$ cat config.mk
export PLATFORM = sky130hd
export DESIGN_NAME = stoppable_clk_gate
export DESIGN_NICKNAME = d
export VERILOG_FILES = /design/src/rtl/clkgate_pkg.sv /design/src/rtl/cg_sync.sv /design/src/rtl/cg_ctrl.sv /design/src/rtl/cg_gate_cell.sv /design/src/rtl/stoppable_clk_gate.sv
export SDC_FILE = /design/constraint.sdc
export NUM_CORES = 1
export LEC_CHECK = 0
export BUFFER_PORTS_ARGS = -buffer_cell sky130_fd_sc_hd__buf_2
export CAP_MARGIN = 5
export CORE_MARGIN = 2
export CORE_UTILIZATION = 49
export CTS_CLUSTER_SIZE = 12
export DETAILED_ROUTE_END_ITERATION = 10
export PLACE_DENSITY = 0.81
export SYNTH_ARGS = -nofsm -noshare
export SYNTH_HDL_FRONTEND = slang
export SYNTH_SLANG_ARGS = --single-unit
export TNS_END_PERCENT = 20
$ cat constraint.sdc
create_clock -name clk -period 1.9 [get_ports clk]
set_clock_uncertainty 0.15 [all_clocks]
set_input_delay 0.095 -clock clk [delete_from_list [all_inputs] [get_ports clk]]
set_output_delay 0.095 -clock clk [all_outputs]
set_load 0.1 [all_outputs]
$ cat src/rtl/clkgate_pkg.sv
`timescale 1ns/1ps
package clkgate_pkg;

  // Run/halt state of the gated group.
  typedef enum logic {
    GATE_HALTED  = 1'b0,
    GATE_RUNNING = 1'b1
  } gate_state_t;

  // Bits needed to hold values 0..n inclusive.
  function automatic int span_bits(input int n);
    return (n < 1) ? 1 : $clog2(n + 1);
  endfunction

endpackage

$ cat src/rtl/cg_sync.sv
`timescale 1ns/1ps
module cg_sync #(
  parameter int   STAGES    = 2,
  parameter logic RESET_VAL = 1'b1
) (
  input  logic clk,
  input  logic rst,
  input  logic d_async,
  output logic q
);

  logic [STAGES-1:0] chain;

  always_ff @(posedge clk) begin
    if (rst) chain <= {STAGES{RESET_VAL}};
    else     chain <= {chain[STAGES-2:0], d_async};
  end

  assign q = chain[STAGES-1];

endmodule

$ cat src/rtl/cg_ctrl.sv
`timescale 1ns/1ps
module cg_ctrl
  import clkgate_pkg::*;
#(
  parameter int MIN_RUN = 10
) (
  input  logic clk,
  input  logic rst,
  input  logic stop_req,
  output logic run
);

  localparam int CW = span_bits(MIN_RUN);

  gate_state_t    state;
  logic [CW-1:0]  run_cnt;
  logic           window_done;

  // run_cnt holds the number of rising edges since the restart edge, saturating at MIN_RUN
  assign window_done = (run_cnt >= CW'(MIN_RUN));

  always_ff @(posedge clk) begin
    if (rst) begin
      state   <= GATE_RUNNING;
      run_cnt <= CW'(MIN_RUN);
    end else begin
      case (state)
        GATE_HALTED: begin
          if (!stop_req) begin
            state   <= GATE_RUNNING;
            run_cnt <= CW'(1);
          end
        end
        default: begin
          if (stop_req && window_done) state <= GATE_HALTED;
          else if (!window_done)       run_cnt <= run_cnt + CW'(1);
        end
      endcase
    end
  end

  assign run = (state == GATE_RUNNING);

endmodule

$ cat src/rtl/cg_gate_cell.sv
`timescale 1ns/1ps
module cg_gate_cell (
  input  logic clk,
  input  logic rst,
  input  logic run,
  input  logic en,
  output logic en_lat,
  output logic gclk
);

  // Updated on the falling edge, so the gate opens or closes only while clk is low.
  always_ff @(negedge clk) begin
    if (rst) en_lat <= 1'b0;
    else     en_lat <= run & en;
  end

  assign gclk = clk & en_lat;

endmodule

$ cat src/rtl/stoppable_clk_gate.sv
`timescale 1ns/1ps
module stoppable_clk_gate #(
  parameter int N_OUT       = 5,
  parameter int MIN_RUN     = 10,
  parameter int SYNC_STAGES = 2
) (
  input  logic             clk,
  input  logic             rst,
  input  logic             stop_n_async,
  input  logic             mode_strap,
  input  logic [N_OUT-1:0] out_en,
  output logic [N_OUT-1:0] gclk,
  output logic             fclk,
  output logic             ref_mode
);

  logic             strap_q;
  logic             stop_n_sync;
  logic             stop_req;
  logic             run_state;
  logic [N_OUT-1:0] en_reg;
  logic [N_OUT-1:0] en_lat;

  // The strap is captured only while reset is held.
  always_ff @(posedge clk) begin
    if (rst) strap_q <= mode_strap;
  end

  always_ff @(posedge clk) begin
    if (rst) en_reg <= '0;
    else     en_reg <= out_en;
  end

  cg_sync #(.STAGES(SYNC_STAGES), .RESET_VAL(1'b1)) u_sync (
    .clk     (clk),
    .rst     (rst),
    .d_async (stop_n_async),
    .q       (stop_n_sync)
  );

  assign stop_req = ~stop_n_sync & ~strap_q;

  cg_ctrl #(.MIN_RUN(MIN_RUN)) u_ctrl (
    .clk      (clk),
    .rst      (rst),
    .stop_req (stop_req),
    .run      (run_state)
  );

  for (genvar i = 0; i < N_OUT; i++) begin : g_cell
    cg_gate_cell u_cell (
      .clk    (clk),
      .rst    (rst),
      .run    (run_state),
      .en     (en_reg[i]),
      .en_lat (en_lat[i]),
      .gclk   (gclk[i])
    );
  end

  assign fclk     = clk;
  assign ref_mode = strap_q;

endmodule

==> insert_results.sql, run 1 <==
INSERT INTO impl_metrics (metric_group, metric, value, unit) VALUES
('outcome', 'result_of_the_run', 'complete, but fails checks', ''),
('outcome', 'failed_checks', 'setup timing', ''),
('drt', 'dr_pass1_iterations', '4', ''),
('clocking', 'cts_tree', 'yes', ''),
('global_route', 'grt_start_max_net_pins', '14', ''),
('final_layout', 'final_cells', '117', ''),
('power_and_ir_drop', 'power_density', '1310', 'mW/mm^2'),
('worst_setup_path', 'worst_setup_path_endpoint', 'gclk[2]', ''),
('worst_setup_path', 'critPathRequiredTime', '1650', 'ps'),
('synthesis', 'synth_async_sr_flop_share', '0', '%'),
('timing', 'setup-violations-final', '10', ''),
('worst_setup_path', 'critPathMaxStageDelay', '320', 'ps'),
('final_layout', 'nets', '113', ''),
('final_layout', 'layout-drive-gt1-share', '38.2', '%'),
('worst_setup_path', 'cpLargestDelayFamily', 'flip-flops', ''),
('global_route', 'grt_pass1_wl', '2780', 'um'),
('floorplanning', 'starting_density', '53.6', '%'),
('floorplanning', 'num_rows', '13', ''),
('timing', 'max_slew_margin', '68.0', '%'),
('power_and_ir_drop', 'power.leakage', '0.503', 'nW'),
('timing', 'timing_worst_slew_pin_value', '484', 'ps'),
('synthesis', 'cell_area_after_technology_mapping', '706', 'sq um'),
('timing', 'timing.final.max_slew_violations', '0', ''),
('synthesis', 'count_of_flip_flops_with_a_built_in_enable_after_synthesis', '1', ''),
('final_layout', 'area_growth_syn_to_layout', '56.0', '%'),
('global_route', 'first_global_vias', '651', ''),
('drt', 'routedWlPerCell', '13.9', 'um'),
('synthesis', 'synthesis.yosys.warnings', '0', ''),
('worst_setup_path', 'path_max_fanout', '1', ''),
('worst_setup_path', 'r2r_cells', '2', ''),
('worst_setup_path', 'timing_worst_setup_path_type', 'register to primary output', ''),
('final_layout', 'multiInputGateArea', '294', 'sq um'),
('timing', 'hold_viol', '0', ''),
('synthesis', 'synth_seq_area_share', '52.5', '%'),
('worst_setup_path', 'worstSetupPathDepth', '2', ''),
('synthesis', 'postSynthNetCount', '77', ''),
('place', 'number_of_buffers_inserted_by_port_buffering', '15', ''),
('place', 'gpl.final_weighted_congestion', '0.773', ''),
('worst_setup_path', 'timing.reg2reg.setup_slack', '110', 'ps'),
('worst_setup_path', 'slowest_stage', 'sky130_fd_sc_hd__dfxtp_2', ''),
('final_layout', 'filler_cell_count', '59', ''),
('global_route', 'grt_remaining_overflow', '0', ''),
('place', 'numPlacedInstances', '90', ''),
('worst_setup_path', 'critical_path.endpoint_type', 'primary output', ''),
('synthesis', 'post_synth_cell_types', '25', ''),
('worst_setup_path', 'setup.worst_path.start', 'g_cell[2].u_cell.en_lat$_SDFF_NP0_', ''),
('worst_setup_path', 'r2r_path_start', 'u_ctrl.run$_SDFF_PP1_', ''),
('drt', 'drc', '0', ''),
('worst_setup_path', 'wp_buf_inv', '1', ''),
('floorplanning', 'ioPinCount', '16', ''),
('drt', 'initialDrtViolationCount', '14', ''),
('place', 'dpl.hpwl', '708', 'um'),
('final_layout', 'final-seq-area', '374', 'sq um'),
('synthesis', 'synth_seq_cells', '18', ''),
('worst_setup_path', 'rr_endpoint', 'g_cell[4].u_cell.en_lat$_SDFF_NP0_', ''),
('floorplanning', 'die-area', '0.00176', 'sq mm'),
('synthesis', 'synthesis.instances', '66', ''),
('timing', 'final_critical_path_setup_slack', '-404', 'ps'),
('clocking', 'cts.clk_slew.worst_paths', '100', 'ps'),
('power_and_ir_drop', 'max-vdd-ir-drop', '0.00119', 'V'),
('synthesis', 'synth-main-ff-cell', 'sky130_fd_sc_hd__dfxtp_1', ''),
('final_layout', 'most_used_cells_in_the_layout_excluding_fill_and_tap_cells', '14 x sky130_fd_sc_hd__dfxtp_1, 14 x sky130_fd_sc_hd__dlygate4sd3_1, 10 x sky130_fd_sc_hd__buf_2', ''),
('drt', 'postRouteWirelength', '1620', 'um'),
('final_layout', 'antennaDiodeCount', '0', ''),
('timing', 'setup_repair_after_global_routing_missed_its_margin', 'yes', ''),
('worst_setup_path', 'critPathLaunchType', 'register', ''),
('floorplanning', 'placeableCoreArea', '0.00132', 'sq mm'),
('clocking', 'clk_latency', '400', 'ps'),
('global_route', 'groute.usage.overall', '22.5', '%'),
('floorplanning', 'die_w', '42.0', 'um'),
('worst_setup_path', 'worstPathArrival', '2060', 'ps'),
('drt', 'drtAntennaViolNets', '0', ''),
('drt', 'route.vias.total', '586', ''),
('synthesis', 'avgSynthCellArea', '10.7', 'sq um'),
('final_layout', 'finish.utilization', '83.6', '%'),
('global_route', 'number_of_antenna_violations_at_the_first_check_in_global_routing', '0', ''),
('worst_hold_path', 'hold_path.class', 'input pin to register', ''),
('drt', 'vias_per_cell', '5.01', ''),
('worst_setup_path', 'timing.critical_path.cells', 'and2_4, buf_12', ''),
('floorplanning', 'fp.dieH', '42.0', 'um'),
('flow_run', 'max_cap_violations', '0', '');
-- cells in the mapped netlist (all sizes together) (2+ instances only) --
| cell type | number | area share [%] |
|---|---|---|
| nor2b | 7 | 6.2 |
| or2 | 2 | 1.8 |
| ha | 2 | 3.5 |
| nor2 | 2 | 1.1 |
| buf | 7 | 7.1 |
| inv | 2 | 1.1 |
| and2 | 10 | 8.9 |
| dfxtp | 17 | 48 |
| nand2 | 2 | 1.1 |
-- report_power, final --
group | internal (mW) | switching [mW] | total [mW]
sequential | 0.399 | 0.0113 | 0.410
combinational | 0.0436 | 0.0382 | 0.0818
clock | 0.425 | 0.522 | 0.947
total | 0.867 | 0.572 | 1.44
-- layout make-up --
class                   count  area share, %
clock inverters             6           4.43
flip-flops and latches     18           34.0
repair buffers             25           18.2
inverters                   1          0.341
well taps                  15           1.70
clock buffers              14           14.7
multi-input cells          38           26.7
-- metal layers --
layer	routed length, um	track usage (%)	vias up
li1	-	-	289
met2	833	33.4	35
met4	0	14.8	0
met1	644	23.9	262
met3	147	13.0	0
met5	0	0	-
-- how the worst min path moves through the flow --
| stage | start | end | slack [ps] | cells past startpoint |
|---|---|---|---|---|
| 6_report | mode_strap | ref_mode$_DFFE_PP_ | 300 | 2 |
| 3_5_place_dp | mode_strap | ref_mode$_DFFE_PP_ | 120 | 1 |
| 5_1_grt | mode_strap | ref_mode$_DFFE_PP_ | 280 | 2 |
| 2_1_floorplan | rst | en_reg[3]$_SDFF_PP0_ | 20 | 1 |
| 4_1_cts | mode_strap | ref_mode$_DFFE_PP_ | 230 | 2 |
| 3_3_place_gp | mode_strap | ref_mode$_DFFE_PP_ | 120 | 1 |
-- per-stage QoR --
step	setup WS (ps)	power [mW]	cell area, sq um	hold slack [ps]	setup TNS, ps
6_report	-404	1.44	1100	302	-1890
4_1_cts	-383	1.44	1100	232	-1890
2_1_floorplan	12.6	0.824	719	16.6	0
5_1_grt	-437	1.50	1100	284	-2120
3_3_place_gp	-85.1	0.815	768	123	-417
3_5_place_dp	-104	0.818	768	123	-460
-- kinds of logic after synthesis --
logic type,count (synthesis),share of synthesized area [%]
adder cells (fa/ha/maj),2,3.55
AO/OA/AOI/OAI,10,13.1
AND/OR/NAND/NOR,26,22.2
flip-flops,18,52.5
buffers and inverters,10,8.69
-- timing repair --
item,4_1_cts,5_1_grt
hold endpoints to repair,14,0
endpoints found under the setup margin,10,10
hold buffers,14,0
gates cloned,0,0
resized for setup,25,3
pin swaps,4,0
buffers inserted,0,0
No activity file was read; power rests on OpenSTA's default activity.
==> run 2, diff against run 1 <==
- BUFFER_PORTS_ARGS: -buffer_cell sky130_fd_sc_hd__buf_2 -> not set
- CORE_AREA: not set -> 2 2 39 41
- CORE_MARGIN: 2 -> not set
- CORE_UTILIZATION: 49 -> not set
- DIE_AREA: not set -> 0 0 41 43
- DONT_BUFFER_PORTS: not set -> 1
- GPL_ROUTABILITY_DRIVEN: not set -> 0
- PLACE_DENSITY: 0.81 -> 0.76
- clock period: 1.9 -> 2.92 ns (I/O delays scaled with it)
==> insert_results.sql, run 2 (synthesized netlist as in run 1, its figures left out) <==
INSERT INTO impl_metrics (metric_group, metric, value, unit) VALUES
('floorplanning', 'ioPinCount', '16', ''),
('timing', 'setup_repair_after_global_routing_missed_its_margin', 'no', ''),
('drt', 'routedWlPerCell', '11.0', 'um'),
('worst_setup_path', 'rr_endpoint', 'g_cell[2].u_cell.en_lat$_SDFF_NP0_', ''),
('power_and_ir_drop', 'power', '0.736', 'mW'),
('worst_setup_path', 'timing_worst_setup_path_type', 'register to primary output', ''),
('drt', 'route.vias.total', '478', ''),
('power_and_ir_drop', 'max-vdd-ir-drop', '0.000441', 'V'),
('floorplanning', 'die_w', '41', 'um'),
('global_route', 'grt_util_met2', '20.6', '%'),
('worst_hold_path', 'capture_endpoint_of_the_worst_hold_path', 'fclk', ''),
('timing', 'holdWs', '-3.73', 'ps'),
('global_route', 'grt_start_max_net_pins', '14', ''),
('flow_run', 'max_cap_violations', '0', ''),
('outcome', 'failed_checks', 'hold timing', ''),
('drt', 'dr_pass1_iterations', '4', ''),
('final_layout', 'most_used_cells_in_the_layout_excluding_fill_and_tap_cells', '15 x sky130_fd_sc_hd__dfxtp_1, 8 x sky130_fd_sc_hd__dlygate4sd3_1, 7 x sky130_fd_sc_hd__nor2b_1, 7 x sky130_fd_sc_hd__clkbuf_4, 6 x sky130_fd_sc_hd__inv_1', ''),
('clocking', 'cts_tree', 'yes', ''),
('worst_setup_path', 'timing.critical_path.cells', 'and2_4', ''),
('worst_hold_path', 'holdPathStages', '0', ''),
('power_and_ir_drop', 'power_density', '840', 'mW/mm^2'),
('floorplanning', 'placeableCoreArea', '0.00138', 'sq mm'),
('final_layout', 'layout-drive-gt1-share', '26.3', '%'),
('global_route', 'grt_pass1_wl', '1940', 'um'),
('place', 'numPlacedInstances', '75', ''),
('clocking', 'clk_latency', '410', 'ps'),
('timing', 'final_critical_path_setup_slack', '71.3', 'ps'),
('floorplanning', 'starting_density', '51.0', '%'),
('worst_setup_path', 'critPathMaxStageDelay', '320', 'ps'),
('clocking', 'cts.clk_slew.worst_paths', '40', 'ps'),
('final_layout', 'area_growth_syn_to_layout', '24.1', '%'),
('drt', 'postRouteWirelength', '1060', 'um'),
('floorplanning', 'fp.dieH', '43', 'um'),
('timing', 'setup-tns-final', '0', 'ps'),
('floorplanning', 'die-area', '0.00176', 'sq mm'),
('final_layout', 'multiInputGateArea', '287', 'sq um'),
('drt', 'vias_per_cell', '4.98', ''),
('final_layout', 'nets', '91', ''),
('place', 'dpl.hpwl', '614', 'um'),
('place', 'number_of_buffers_inserted_by_port_buffering', '0', ''),
('drt', 'initialDrtViolationCount', '7', ''),
('power_and_ir_drop', 'power.leakage', '0.377', 'nW'),
('worst_hold_path', 'hold_path.startpoint', 'clk', ''),
('worst_setup_path', 'worstPathArrival', '2550', 'ps'),
('global_route', 'grt_remaining_overflow', '0', ''),
('timing', 'max_slew_margin', '71.4', '%'),
('worst_setup_path', 'timing.reg2reg.setup_slack', '370', 'ps'),
('floorplanning', 'num_rows', '14', ''),
('clocking', 'post-cts-setup-buffer-count', '0', ''),
('worst_setup_path', 'critPathLaunchType', 'register', ''),
('worst_setup_path', 'r2r_path_start', 'u_ctrl.run$_SDFF_PP1_', ''),
('worst_setup_path', 'r2r_cells', '2', ''),
('global_route', 'first_global_vias', '518', ''),
('worst_hold_path', 'hold_path.class', 'clock port to primary output', ''),
('timing', 'setup-violations-final', '0', ''),
('drt', 'drtAntennaViolNets', '0', ''),
('final_layout', 'filler_cell_count', '102', ''),
('global_route', 'met3_usage', '13.6', '%'),
('timing', 'timing.final.max_slew_violations', '0', ''),
('global_route', 'number_of_antenna_violations_at_the_first_check_in_global_routing', '0', ''),
('worst_setup_path', 'wp_buf_inv', '0', ''),
('worst_setup_path', 'critical_path.endpoint_type', 'primary output', ''),
('outcome', 'result_of_the_run', 'complete, but fails checks', ''),
('worst_setup_path', 'slowest_stage', 'sky130_fd_sc_hd__and2_4', ''),
('final_layout', 'antennaDiodeCount', '0', ''),
('global_route', 'grt.met1_usage', '19.0', '%'),
('worst_setup_path', 'cpLargestDelayFamily', 'simple AND/OR/NAND/NOR gates', ''),
('place', 'pre_cts_slack', '125', 'ps'),
('final_layout', 'final-seq-area', '373', 'sq um'),
('global_route', 'groute.usage.overall', '19.2', '%'),
('drt', 'drc', '0', ''),
('global_route', 'gr-max-usage-layer', 'met4', ''),
('final_layout', 'layout_commonest_cell', 'sky130_fd_sc_hd__dfxtp_1', ''),
('timing', 'timing_worst_slew_pin_value', '427', 'ps'),
('worst_setup_path', 'path_max_fanout', '1', ''),
('final_layout', 'final_cells', '96', ''),
('timing', 'hold_viol', '1', ''),
('worst_setup_path', 'critPathRequiredTime', '2620', 'ps');
-- run 2: layout make-up --
| class | instances | share of cell area, % |
|---|---|---|
| multi-input cells | 38 | 32.7 |
| clock inverters | 6 | 5.57 |
| repair buffers | 9 | 10.0 |
| well taps | 16 | 2.29 |
| inverters | 1 | 0.429 |
| flip-flops and latches | 18 | 42.6 |
| clock buffers | 8 | 6.43 |
-- run 2: power breakdown --
part           internal [mW]  switching (mW)
registers              0.259         0.00583
logic                 0.0183          0.0196
clock network          0.229           0.204
-- run 2: metal layers --
| layer | up-vias | part of all wire [%] |
|---|---|---|
| met2 | 15 | 49 |
| met3 | 6 | 7.6 |
| met1 | 212 | 40 |
| met4 | 0 | 3.2 |
| li1 | 245 | - |
| met5 | - | 0 |
-- run 2: how the worst max path moves through the flow --
| stage | startpoint | end | slack, ps | cells after the start |
|---|---|---|---|---|
| floorplan | u_ctrl.run$_SDFF_PP1_ | g_cell[0].u_cell.en_lat$_SDFF_NP0_ | 450 | 3 |
| global placement | g_cell[3].u_cell.en_lat$_SDFF_NP0_ | gclk[3] | 140 | 1 |
| detailed placement | g_cell[4].u_cell.en_lat$_SDFF_NP0_ | gclk[4] | 120 | 1 |
| CTS | g_cell[3].u_cell.en_lat$_SDFF_NP0_ | gclk[3] | 50 | 1 |
| global route | g_cell[3].u_cell.en_lat$_SDFF_NP0_ | gclk[3] | 2 | 1 |
| finish | g_cell[4].u_cell.en_lat$_SDFF_NP0_ | gclk[4] | 70 | 1 |
-- run 2: through the flow --
stage               hold slack (ps)  utilization (%)  area, sq um
CTS                           -3.83             63.1          873
global route                  -3.63             63.3          876
floorplan                      67.6                -          706
global placement              -4.00             49.1          679
detailed placement            -4.00             49.1          679
finish                        -3.73             63.3          876
-- run 2: what timing repair did --
action | in CTS | in global routing
hold endpoints to repair | 14 | 0
endpoints found under the setup margin | 10 | 4
pin swaps | 0 | 2
cloned | 0 | 0
resized for setup | 10 | 2
hold buffers | 8 | 0
